`src/rtl/sio_cfg_pkg.sv`:
```
package sio_cfg_pkg;
   typedef enum logic [1:0] {LK_LOCKED = 2'd0, LK_HALF = 2'd1, LK_OPEN = 2'd2} lock_t;

   localparam logic [7:0] KEY_ENTER = 8'h55;
   localparam logic [7:0] KEY_EXIT  = 8'hAA;

   localparam logic [7:0] IX_LDN   = 8'h07;
   localparam logic [7:0] IX_ID    = 8'h20;
   localparam logic [7:0] IX_REV   = 8'h21;
   localparam logic [7:0] IX_PWR   = 8'h22;
   localparam logic [7:0] IX_BANK0 = 8'h30;
   localparam logic [7:0] IX_ACT   = 8'h30;
   localparam logic [7:0] IX_BHI   = 8'h60;
   localparam logic [7:0] IX_BLO   = 8'h61;
   localparam logic [7:0] IX_IRQA  = 8'h70;
   localparam logic [7:0] IX_IRQB  = 8'h72;
   localparam logic [7:0] IX_DMA   = 8'h74;
   localparam logic [7:0] IX_FMODE = 8'h90;
endpackage

```
`src/rtl/sio_cfg_unlock.sv`:
```
module sio_cfg_unlock
   import sio_cfg_pkg::*;
(
   input  logic       clk,
   input  logic       rst_n,
   input  logic       wr_en,
   input  logic       port_sel,
   input  logic [7:0] wdata,
   output logic       open,
   output logic       idx_wr
);
   lock_t state, state_nx;
   logic  key_wr;

   assign key_wr = wr_en && !port_sel;

   always_comb begin
      state_nx = state;
      unique case (state)
         LK_LOCKED: if (key_wr && wdata == KEY_ENTER) state_nx = LK_HALF;
         LK_HALF: begin
            if (wr_en) state_nx = (key_wr && wdata == KEY_ENTER) ? LK_OPEN : LK_LOCKED;
         end
         LK_OPEN: if (key_wr && wdata == KEY_EXIT) state_nx = LK_LOCKED;
         default: state_nx = LK_LOCKED;
      endcase
   end

   always_ff @(posedge clk) begin
      if (!rst_n) state <= LK_LOCKED;
      else        state <= state_nx;
   end

   assign open   = (state == LK_OPEN);
   assign idx_wr = open && key_wr && wdata != KEY_EXIT;

   AST_SINGLE_KEY_LOCKED: assert property (@(posedge clk) disable iff (!rst_n)
      (state == LK_LOCKED && key_wr && wdata == KEY_ENTER) |=> !open);
   AST_PARTIAL_CANCEL: assert property (@(posedge clk) disable iff (!rst_n)
      (state == LK_HALF && wr_en && !(key_wr && wdata == KEY_ENTER)) |=> state == LK_LOCKED);
   AST_EXIT_KEY: assert property (@(posedge clk) disable iff (!rst_n)
      (open && key_wr && wdata == KEY_EXIT) |=> !open);
endmodule

```
`src/rtl/sio_cfg_bank.sv`:
```
module sio_cfg_bank
   import sio_cfg_pkg::*;
#(
   parameter int IRQ_W    = 4,
   parameter int DMA_W    = 3,
   parameter bit HAS_IRQ2 = 1'b0,
   parameter bit HAS_DMA  = 1'b0,
   parameter bit HAS_MODE = 1'b0
) (
   input  logic             clk,
   input  logic             rst_n,
   input  logic             wr_en,
   input  logic [7:0]       idx,
   input  logic [7:0]       wdata,
   output logic             act,
   output logic [15:0]      base,
   output logic [IRQ_W-1:0] irq,
   output logic [IRQ_W-1:0] irq2,
   output logic [DMA_W-1:0] dma,
   output logic [7:0]       mode,
   output logic [7:0]       rdata
);
   always_ff @(posedge clk) begin
      if (!rst_n) begin
         act  <= 1'b0;
         base <= '0;
         irq  <= '0;
      end else if (wr_en) begin
         case (idx)
            IX_ACT:  act        <= wdata[0];
            IX_BHI:  base[15:8] <= wdata;
            IX_BLO:  base[7:0]  <= wdata;
            IX_IRQA: irq        <= wdata[IRQ_W-1:0];
            default: ;
         endcase
      end
   end

   generate
      if (HAS_IRQ2) begin : g_irq2
         logic [IRQ_W-1:0] irq2_q;
         always_ff @(posedge clk) begin
            if (!rst_n)                       irq2_q <= '0;
            else if (wr_en && idx == IX_IRQB) irq2_q <= wdata[IRQ_W-1:0];
         end
         assign irq2 = irq2_q;
      end else begin : g_no_irq2
         assign irq2 = '0;
      end

      if (HAS_DMA) begin : g_dma
         logic [DMA_W-1:0] dma_q;
         always_ff @(posedge clk) begin
            if (!rst_n)                      dma_q <= '0;
            else if (wr_en && idx == IX_DMA) dma_q <= wdata[DMA_W-1:0];
         end
         assign dma = dma_q;
      end else begin : g_no_dma
         assign dma = '0;
      end

      if (HAS_MODE) begin : g_mode
         logic [7:0] mode_q;
         always_ff @(posedge clk) begin
            if (!rst_n)                        mode_q <= '0;
            else if (wr_en && idx == IX_FMODE) mode_q <= wdata;
         end
         assign mode = mode_q;
      end else begin : g_no_mode
         assign mode = '0;
      end
   endgenerate

   always_comb begin
      case (idx)
         IX_ACT:   rdata = {7'b0, act};
         IX_BHI:   rdata = base[15:8];
         IX_BLO:   rdata = base[7:0];
         IX_IRQA:  rdata = 8'(irq);
         IX_IRQB:  rdata = 8'(irq2);
         IX_DMA:   rdata = 8'(dma);
         IX_FMODE: rdata = mode;
         default:  rdata = 8'h00;
      endcase
   end

   AST_BANK_HOLD: assert property (@(posedge clk) disable iff (!rst_n)
      !wr_en |=> ($stable(act) && $stable(base) && $stable(irq) && $stable(irq2) && $stable(dma) && $stable(mode)));
endmodule

```
`src/rtl/sio_cfg_port.sv`:
```
module sio_cfg_port
   import sio_cfg_pkg::*;
#(
   parameter int             NDEV     = 9,
   parameter int             IRQ_W    = 4,
   parameter int             DMA_W    = 3,
   parameter int             PWR_BITS = 6,
   parameter int             KBD_DEV  = 7,
   parameter int             FDC_DEV  = 0,
   parameter logic [NDEV-1:0] DMA_DEVS = 9'b0_0000_1001,
   parameter logic [7:0]     CHIP_ID  = 8'h02,
   parameter logic [7:0]     CHIP_REV = 8'h01
) (
   input  logic                    clk,
   input  logic                    rst_n,
   input  logic                    wr_en,
   input  logic                    port_sel,
   input  logic [7:0]              wdata,
   output logic [7:0]              rdata,
   output logic                    cfg_open,
   output logic [NDEV-1:0]         dev_active,
   output logic [NDEV*16-1:0]      dev_base,
   output logic [NDEV*IRQ_W-1:0]   dev_irq,
   output logic [NDEV*IRQ_W-1:0]   dev_irq2,
   output logic [NDEV*DMA_W-1:0]   dev_dma,
   output logic [7:0]              fdd_mode,
   output logic                    fdd_burst
);
   localparam int LDN_W = 4;

   generate
      if (NDEV < 1 || NDEV > (1 << LDN_W)) begin : g_bad_ndev
         $error("NDEV out of range for the device selector");
      end
      if (IRQ_W < 1 || IRQ_W > 8 || DMA_W < 1 || DMA_W > 8) begin : g_bad_w
         $error("select widths must be 1..8");
      end
      if (PWR_BITS > NDEV || PWR_BITS > 8 || KBD_DEV >= NDEV || FDC_DEV >= NDEV) begin : g_bad_map
         $error("device map parameters exceed NDEV");
      end
   endgenerate

   logic             idx_wr;
   logic [7:0]       index;
   logic [LDN_W-1:0] ldn;
   logic             data_wr;
   logic [7:0]       bank_rd [NDEV];
   logic [7:0]       bank_mode [NDEV];
   logic [7:0]       sel_rd;

   sio_cfg_unlock i_unlock (
      .clk      (clk),
      .rst_n    (rst_n),
      .wr_en    (wr_en),
      .port_sel (port_sel),
      .wdata    (wdata),
      .open     (cfg_open),
      .idx_wr   (idx_wr)
   );

   assign data_wr = cfg_open && wr_en && port_sel;

   always_ff @(posedge clk) begin
      if (!rst_n) begin
         index <= '0;
         ldn   <= '0;
      end else begin
         if (idx_wr) index <= wdata;
         if (data_wr && index == IX_LDN) ldn <= wdata[LDN_W-1:0];
      end
   end

   generate
      for (genvar g = 0; g < NDEV; g++) begin : g_bank
         sio_cfg_bank #(
            .IRQ_W    (IRQ_W),
            .DMA_W    (DMA_W),
            .HAS_IRQ2 (g == KBD_DEV),
            .HAS_DMA  (DMA_DEVS[g]),
            .HAS_MODE (g == FDC_DEV)
         ) i_bank (
            .clk   (clk),
            .rst_n (rst_n),
            .wr_en (data_wr && index >= IX_BANK0 && ldn == LDN_W'(g)),
            .idx   (index),
            .wdata (wdata),
            .act   (dev_active[g]),
            .base  (dev_base[g*16 +: 16]),
            .irq   (dev_irq[g*IRQ_W +: IRQ_W]),
            .irq2  (dev_irq2[g*IRQ_W +: IRQ_W]),
            .dma   (dev_dma[g*DMA_W +: DMA_W]),
            .mode  (bank_mode[g]),
            .rdata (bank_rd[g])
         );
      end
   endgenerate

   assign fdd_mode  = bank_mode[FDC_DEV];
   assign fdd_burst = &fdd_mode[3:1];

   always_comb begin
      sel_rd = 8'h00;
      for (int g = 0; g < NDEV; g++) begin
         if (ldn == LDN_W'(g)) sel_rd = bank_rd[g];
      end
   end

   always_comb begin
      rdata = 8'hFF;
      if (cfg_open) begin
         if (!port_sel) rdata = index;
         else if (index >= IX_BANK0) rdata = sel_rd;
         else begin
            case (index)
               IX_LDN:  rdata = 8'(ldn);
               IX_ID:   rdata = CHIP_ID;
               IX_REV:  rdata = CHIP_REV;
               IX_PWR:  rdata = 8'(dev_active[PWR_BITS-1:0]);
               default: rdata = 8'h00;
            endcase
         end
      end
   end

   AST_LOCKED_NO_EFFECT: assert property (@(posedge clk) disable iff (!rst_n)
      !cfg_open |=> ($stable(dev_active) && $stable(dev_base) && $stable(dev_irq) && $stable(fdd_mode)));
   AST_SELECTOR_HOLD: assert property (@(posedge clk) disable iff (!rst_n)
      !(data_wr && index == IX_LDN) |=> $stable(ldn));
endmodule

```
`config.mk`:
```
export PLATFORM = sky130hd
export DESIGN_NAME = sio_cfg_port
export DESIGN_NICKNAME = d
export VERILOG_FILES = /design/src/rtl/sio_cfg_pkg.sv /design/src/rtl/sio_cfg_unlock.sv /design/src/rtl/sio_cfg_bank.sv /design/src/rtl/sio_cfg_port.sv
export SDC_FILE = /design/constraint.sdc
export NUM_CORES = 1
export LEC_CHECK = 0
export CAP_MARGIN = 20
export CORE_MARGIN = 2
export CORE_UTILIZATION = 55
export CTS_CLUSTER_DIAMETER = 150
export DETAILED_ROUTE_END_ITERATION = 8
export DONT_BUFFER_PORTS = 1
export PLACE_DENSITY_LB_ADDON = 0.25
export SLEW_MARGIN = 20
export SYNTH_ARGS = -nofsm -noshare
export SYNTH_HDL_FRONTEND = slang
export SYNTH_HIERARCHICAL = 1
export SYNTH_SLANG_ARGS = --single-unit
```
`constraint.sdc`:
```
create_clock -name clk -period 9 [get_ports clk]
set_input_delay 1.8 -clock clk [delete_from_list [all_inputs] [get_ports clk]]
set_output_delay 1.8 -clock clk [all_outputs]
set_load 0.05 [all_outputs]
```
## Word-level counts from Yosys, hierarchy flattened

Cells that the tools add are included.

| storage, ports and cells | value |
|---|---|
| bits in registers | 221 |
| logic and storage cells | 161 |
| bits of input ports | 12 |

| operators by class | value |
|---|---|
| mux-type cells | 27 |
| reductions and logical operators | 63 |
| eq/ne operators | 27 |
| magnitude comparators | 1 |

Operators with widths:

| kind | number |
|---|---|
| $pmux 8 s4 | 6 |
| $mux 8 | 12 |
| $pmux 8 s5 | 2 |
| $reduce_and 2->1 | 36 |
| $eq 8x7->1 const B | 6 |
| $pmux 8 s6 | 1 |
| $eq 8x6->1 const B | 4 |
| $pmux 6 s4 | 1 |
| $logic_and 1x1->1 | 22 |
| $eq 4x3->1 const B | 4 |
| $eq 8x8->1 const B | 2 |
| $eq 4x2->1 const B | 2 |
| $eq 8x3->1 const B | 1 |
| $ge 8x6->1 const B | 1 |
| $mux 2 | 4 |
| $ne 8x8->1 const B | 1 |
| $pmux 2 s3 | 1 |
| $reduce_and 3->1 | 2 |
| $eq 4x1->1 const B | 1 |
| $eq 4x4->1 const B | 1 |
| $logic_not 4->1 | 1 |
| $ne 2x1->1 const B | 2 |
| $eq 2x1->1 const B | 1 |
| $eq 2x2->1 const B | 1 |
| other kinds (3) | 3 |

## Logic depth before layout (Yosys ltp)

Gate-level depths: netlist (run 1).

| depth | value |
|---|---|
| word-level depth | 14 |
| gate-level depth with buffers | 10 |
| mapped depth without buffers | 8 |

## By module

The synthesis (run 1) kept the hierarchy.

Modules (own cells, without submodules):

| module | area each (um^2) | times used | seq. area each (um^2) | cells each |
|---|---|---|---|---|
| sio_cfg_bank at g_bank[1].i_bank ... | 1132.3 | 6 | 420.4 | 118 |
| sio_cfg_bank at g_bank[0].i_bank | 1619.1 | 1 | 640.6 | 165 |
| sio_cfg_port | 1610.3 | 1 | 240.2 | 217 |
| sio_cfg_bank at g_bank[7].i_bank | 1312.5 | 1 | 500.5 | 142 |
| sio_cfg_bank at g_bank[3].i_bank | 1301.2 | 1 | 480.5 | 139 |
| sio_cfg_unlock | 175.2 | 1 | 40.0 | 18 |

## Worst setup path before layout (run 1)

Ideal clock, no wire load.

| timing | value |
|---|---|
| path type | register to output |
| start point | register index[0] |
| end point | output port rdata[4] |
| buffers on the path | 2 |
| arrival time | 3.567 ns |
| path slack | 3.633 ns |
| cell stages (with the launch flop) | 10 |
| required time | 7.200 ns |
| path through | dfxtp_1 buf_6 nor2b_1 clkbuf_1 and4_1 a221o_1 mux2i_1 a2111oi_0 o21ai_0 a31oi_1 |

RTL lines:

| what | line | RTL |
|---|---|---|
| start, declared | sio_cfg_port.sv:44 | `logic [7:0] index;` |
| start signal, assigned | sio_cfg_port.sv:68 | `if (idx_wr) index <= wdata;` |
| end, declared | sio_cfg_port.sv:19 | `output logic [7:0] rdata,` |

==> results of run 1 <==
-- state kept, by name, summed over array words and instances, names as in the netlist --
signal	flops
ldn	4
g_bank.i_bank/mode	8
g_bank.i_bank/act	9
index	8
i_unlock/state	2
g_bank.i_bank/base	144
g_bank.i_bank/irq	36
g_bank.i_bank/irq2	4
g_bank.i_bank/dma	6
-- power by group through the flow --
stage | sequential [uW] | combinational (uW) | clock [uW]
2_1_floorplan | 1000 | 99.1 | 0
3_3_place_gp | 1000 | 68.4 | 0
3_5_place_dp | 1000 | 69.0 | 0
5_1_grt | 977 | 73.6 | 1060
6_report | 978 | 69.7 | 1010
4_1_cts | 978 | 69.1 | 1030
-- worst register-to-register path, cell delays in order, from the launching register on --
cell and delay [ns]:
dfxtp_1 0.36, nor2b_4 0.61, nand3_1 0.30, nor2b_1 0.28
nand2_1 0.18, nor3_1 0.75, and4_1 0.67, mux2i_1 0.25
-- how the worst min path moves through the flow --
| stage | start | endpoint | slack (ns) |
|---|---|---|---|
| after CTS | i_unlock/state[1] | i_unlock/state[0] | 0.48 |
| after global routing | i_unlock/state[1] | i_unlock/state[0] | 0.52 |
| final | i_unlock/state[1] | i_unlock/state[0] | 0.49 |
| after global placement | i_unlock/state[1] | i_unlock/state[0] | 0.45 |
| after detailed placement | i_unlock/state[1] | i_unlock/state[0] | 0.48 |
| after floorplan | i_unlock/state[1] | i_unlock/state[0] | 0.44 |
-- per-layer routing --
layer,vias to the layer above,track usage [%]
met2,518,46.1
met3,75,9.89
met5,-,0
met4,0,8.39
met1,4791,40.0
li1,4587,-
-- area by class of cell --
cell class                      count  area share, %
Timing Repair Buffer               11          0.634
Tap cell                          280           2.69
Clock buffer                       28           4.97
Multi-Input combinational cell   1013           56.1
Clock inverter                     15           1.25
Inverter                           12          0.346
Sequential cell                   221           34.0
-- through the flow --
stage	worst slack, ns	utilization [%]
after detailed placement	3.67	55.7
final	2.98	59.5
after global routing	2.74	59.5
after floorplan	3.63	-
after global placement	3.72	55.7
after CTS	3.11	59.4
==> run summary, run 1 <==
The run finished with clean final reports. For this design the ratio of total power to cell area is 158 mW/mm^2. In the layout the commonest cells are nand2_1, mux2i_1, dfxtp_1, conb_1, nor2_1. Pin placement for this block handled 282 I/O pins.

For the number of cells upsized or downsized after cts, the log shows 0. In the detailed route, the total length drawn on met3 is 4.36 mm. Compared with the post-synthesis result, the final layout area differs by 5.56%. Most common cell after layout, fill and taps aside: nand2_1. For the pin with the worst max-slew slack, the measured transition is 1.11 ns.

The via count of the first global-routing pass came out at 9186. Endpoint kind of the worst setup timing path: an output port. Setup violations remaining at the end of the flow were counted as 0.

The post-route met1 wirelength was 15.0 mm. The biggest fanout along the worst timing path works out to 41. The count of buffers from port buffering works out to 0. After routing the design area is 0.0130 sq mm. The clock network accounts for 49.2% of the total power. The finished layout holds 1580 standard cells, fillers aside. At the worst endpoint, the arrival time is 4.22 ns. The logs give 0 for the initial antenna violation count and 0 for the antenna violation net count after detailed routing. For this design the static power due to leakage is 0.00570 uW.

The ratio of cells with drive above 1 in the final layout is 14.9%. The worst setup path is launched from a register. The clock net in this run drives a total of 221 sinks. Using the TritonRoute via totals, the vias-per-cell ratio works out to 6.31. The count of endpoints failing hold in the final timing report is 0, and the post-CTS setup buffer count is 0.

The largest delay contributor family on the critical path was compound AO/OA/AOI/OAI gates. Mean instance size in the synthesized netlist: 9.31 sq um. The analysis attributes to net switching a power of 473 uW. The floorplan step defined a die boundary enclosing 0.0236 sq mm.

Walking the worst path, the cells encountered are buf_4 > nor2b_1 > and4_1 > a221o_1 > mux2i_1 > a2111oi_0 > o21ai_0 > a31oi_1 > buf_4. The tool flagged a number of max-cap violations equal to 0. The path class of the tightest hold or removal check is reg -> reg. The pin count of the biggest net entering global routing came out at 294. Setup repair after global routing left no endpoint under its margin. The run gives 1537 as the cell total after placement. The tools report the critical register-to-register path startpoint as i_unlock/state[1]. For the headroom to the max-slew limit, the log shows 26.2%. From bottom edge to top edge, the die measures 154 um. TritonCTS created 24 clock buffers. The number of detailed-routing iterations run before antenna repair was 5; the final critical-path required period was 6.02 ns.

The routed design uses 16.8 mm of met2 wire. The run gives 1 as the maximum level of the CTS H-tree. Based on the critical path, the design can be clocked at up to 166 MHz. The run gives 0.00720 ns as the final clock skew. Detailed routing inserted a total of 9971 vias. Global routing consumed, over all layers together, 29.8% of the routing resources.

The path type of the worst setup path was reg -> out. Hold is met by 0.494 ns. For this configuration, the core starts out at a cell density of 56.3%. Dividing the final minimum period by the clock period gives 66.9%.

Registers take 0.00443 sq mm. After routing, the total negative slack on setup checks comes to 0 ns. At the worst endpoint, the required time is 7.20 ns. Top routing layer in use: met4.

For this block, the routed nets add up to 37.2 mm of wire. Switching power share of the total: 23.0%. The Yosys step of the flow raised 6 warnings. After detailed routing, the average wire length per cell comes to 23.5 um. The worst register-to-register path has a depth of 7. Most used cell along the critical path: buf_4. The tools report the overall power consumption as 2060 uW. The endpoint of the lowest-slack register-to-register path was g_bank[0].i_bank/base[1].

The critical path crosses 9 cells after its start point. After floorplanning, the core was sized to cover 0.0219 sq mm. Once placement finished, the instance area stood at 0.0122 sq mm. The worst hold path cell count is 1.

The total DRC errors in the routed layout was 0; the peak per-stage delay on the critical path was 0.66 ns. The number of pins exceeding their max-slew limit in the final report was 0; the worst-skew pair later-pin latency was 0.53 ns. Clock-pin slew was measured on the worst setup and hold paths at 0.06 ns.

The share of total power dissipated in combinational logic is 3.4%. Global routing finished with a remaining overflow of 0. Synthesis produced a netlist whose cell count is 1325.

The die outline width is 154 um. At the end of routability-driven placement, the weighted congestion stood at 0.946. The floorplan has 54 rows.

TritonCTS built the clock tree. After the last flow step, the layout net total stands at 1295. Once detailed placement completed, the half-perimeter wirelength came to 25.5 mm. Counting along the longest clock path gives a buffer depth of 3.

The first global-routing pass estimated 56.2 mm of wire. In the final layout, the multi-input gates occupy 0.00730 sq mm. Counting both buffers and inverters, the worst setup path holds a total of 2. On the critical path, the stage with the largest delay is an instance of a2111oi_0. The cell-internal power is 1590 uW.

The number of antenna diodes in the final layout is 0. The critical path starts at index[0]. Across the VDD grid, the largest voltage drop is 0.127 mV. In this run the cell area of the synthesized design comes to 0.0123 sq mm. The tools report the number of fillers in the final layout as 1889. The part of the power in registers is 47.4%. The register-to-register path setup slack is 5.52 ns.

Clock tree synthesis selected as its root buffer the cell clkbuf_16. After clock tree synthesis, the flow added hold-fix buffers numbering 0. For this block, the initial DRC count from the detailed router was 1036.

Destination of the critical timing path: rdata[5].
Note: power is estimated with default switching activity, not from simulation.
==> run 2: changes to the inputs <==
==> constraint.sdc (replaced) <==
create_clock -name clk -period 6 [get_ports clk]
set_input_delay 1.2 -clock clk [delete_from_list [all_inputs] [get_ports clk]]
set_output_delay 1.2 -clock clk [all_outputs]
set_load 0.05 [all_outputs]
==> run 2 against run 1 <==
Flip-flop and latch count did not move. Critical endpoint unchanged. Sequential share of layout area fell by 0.14 points. Total power rose by 55%. Cell count fell by 0.13%. Setup slack got worse by 2.6 ns. First-iteration DRC count fell by 10%. Global-route usage rose by 0.34 points. Core utilization rose by 0.25 points. Largest power group unchanged.
==> run summary, run 2 (synthesis gave the netlist of run 1 again) <==
The worst hold path cell count was 1 (unchanged). The worst setup path is launched from a register. For the number of buffers inserted by hold repair at cts, the log shows 0 (unchanged). TritonCTS built the clock tree.

The arrival time of the worst setup path was 4.38 ns (+0.16 ns). The endpoint of the worst hold path was i_unlock/state[0]. The transition time at the pin with the least slew margin works out to 1.18 ns (+0.0716 ns). For the headroom to the max-slew limit, the log shows 21.4% (-4.8 points).

The largest vdd supply drop came out at 0.223 mV (+76%). The worst register-to-register path ends at g_bank[0].i_bank/base[1]. The top cell types in the final layout, fill and taps aside, are nand2_1, mux2i_1, dfxtp_1, conb_1, nor2_1.

The flow ran to the end, and the final reports show no timing, DRC or antenna violations. The total track usage came out at 30.2% (+0.34 points). The class of the worst hold path is reg -> reg. The final routed wirelength across all metal layers is 37.4 mm (+0.74%), and the area added between synthesis and finish is 6.01%.

The final clock skew was 0.0234 ns (+0.0162 ns); the core utilization of the finished layout was 59.7% (+0.25 points). The tools report the pin count of the biggest net entering global routing as 294 (unchanged). The path type of the worst setup path was reg -> out.

The final-stage net count was 1295 (unchanged). The post-route clock period utilization was 93.1%; the number of pins exceeding their max-slew limit in the final report was 0 (unchanged). The run gives 9980 (+0.090%) as the total via count after detailed routing. Depth of the most critical reg-to-reg path: 7 (unchanged). The worst-skew pair later-pin latency was 0.53 ns (about the same); the antenna violation net count after detailed routing was 0 (unchanged).

The flip-flop count of the largest register, all copies and words added is 144 (unchanged). The number of cells upsized or downsized after cts came out at 0 (unchanged). The largest registers in the layout are g_bank.i_bank/base x144, g_bank.i_bank/irq x36, g_bank.i_bank/act x9. The logs give 0.00573 uW (+0.47%) for the reported leakage power and 0 ns (unchanged) for the final total negative setup slack. The mean number of vias per cell was 6.32 (+0.22%); the maximum level of the CTS H-tree was 1 (unchanged).

The start point of the worst min-delay path was i_unlock/state[1]. The tools report the cell at the root of the clock tree as clkbuf_16. The number of buffers created by CTS is 24 (unchanged). The ratio of cells with drive above 1 in the final layout is 14.7% (-0.21 points). Biggest fanout along the worst timing path: 32 (-22%).

Setup repair after global routing left no endpoint under its margin. The count of buffers from port buffering was 0 (unchanged); the total DRC errors in the routed layout was 0 (unchanged). Number of violations of the max-capacitance limit: 0 (unchanged).

The most common cell after layout, fill and taps aside is nand2_1. The tools report the starting density of the core as 56.3% (unchanged). The maximum achievable frequency is 179 MHz. The logs give 0 (unchanged) for the count of endpoints failing hold in the final timing report and 0.0219 sq mm (unchanged) for the floorplan core area. The number of detailed-routing iterations run before antenna repair was 5 (unchanged); the estimated wirelength of the detail-placed design was 26.1 mm (+2.5%). More flip-flops sit in one register than any other, and that register is g_bank.i_bank/base.

The power density relative to cell area is 244 mW/mm^2 (+54%). The logs give 0 (unchanged) for the post-CTS setup buffer count and 221 (unchanged) for the clock sink count. The initial antenna violation count is 0 (unchanged). Die outline width: 154 um (unchanged). The setup violation total in the final timing report is 0 (unchanged).

The routed length per instance was 23.7 um (+0.86%); the y dimension of the die was 154 um (unchanged). The row count came out at 54 (unchanged). The maximum clock path buffer count is 3 (unchanged), and the last weighted congestion value of the routability-driven placer is 0.977 (+3.3%).

The tools report the critical register-to-register path startpoint as i_unlock/state[1]. The clock transition time at the flip-flop clock pins of the worst setup and hold paths was 0.06 ns (about the same). The floorplan die area is 0.0236 sq mm (unchanged). The number of top-level pins was 282 (unchanged). The remaining global-route overflow is 0 (unchanged). The via count of the first global-routing pass is 9357 (+1.9%). For the wire length of the first global-routing pass, the log shows 56.7 mm (+0.91%). The tools report the register-to-register path setup slack as 2.01 ns (-3.51 ns). The number of fillers in the final layout is 1901 (+0.64%), and the count of antenna diodes in the layout is 0 (unchanged).

Subtracting the final worst setup slack from the clock period gives 5.58 ns. For the required arrival time at the worst endpoint, the log shows 4.80 ns (-2.40 ns). STA classifies the critical path endpoint as an output port.

The number of violations reported at the end of detailed-routing iteration 0 came out at 932 (-10%).
run 2: worst max-delay path, cell delays in order (launching register included):
cell	delay (ns)
dfxtp_1	1.10
nor2b_1	0.58
and3_1	0.32
a221o_1	0.17
mux2i_1	0.09
a2111oi_0	0.76
o21ai_0	0.25
a31oi_1	0.32
buf_4	0.26
run 2: final cells by class:
cell class	count	area (sq um)	share of cell area, %
Inverter	12	45.0	0.345
Sequential cell	221	4430	33.9
Timing Repair Buffer	11	82.6	0.632
Clock inverter	6	133	1.01
Multi-Input combinational cell	1013	7290	55.7
Clock buffer	35	743	5.69
Tap cell	280	350	2.68
run 2: routing by layer:
layer,track usage [%],wire length (um)
met5,0,0
met4,7.56,867
met3,10.5,3950
met2,48.1,17300
met1,39.3,15300
run 2: power breakdown:
part	internal, uW	total, uW	switching [uW]	leakage [uW]
Combinational	12.1	104	92.3	0.00352
Clock	1020	1620	592	0.000429
Sequential	1470	1470	0.0649	0.00178
run 2: worst max path at each step:
stage / from / to / slack (ns) / cells after the start
final: index[5] / rdata[5] / 0.42 / 8
after CTS: index[5] / rdata[5] / 0.65 / 8
after detailed placement: index[5] / rdata[5] / 1.22 / 8
after global routing: index[5] / rdata[5] / 0.29 / 8
after global placement: index[5] / rdata[5] / 1.29 / 8
after floorplan: index[0] / rdata[4] / 1.23 / 9
run 2: per-stage QoR:
| stage | std cells | setup WS (ns) | hold slack [ns] | power, uW | cell area [sq um] |
|---|---|---|---|---|---|
| 2_1_floorplan | 1369 | 1.23 | 0.441 | 1650 | 12500 |
| 3_3_place_gp | 1536 | 1.29 | 0.469 | 1600 | 12200 |
| 3_5_place_dp | 1537 | 1.22 | 0.497 | 1600 | 12200 |
| 4_1_cts | 1578 | 0.652 | 0.500 | 3200 | 13100 |
| 5_1_grt | 1578 | 0.290 | 0.520 | 3270 | 13100 |
| 6_report | 1578 | 0.417 | 0.507 | 3190 | 13100 |
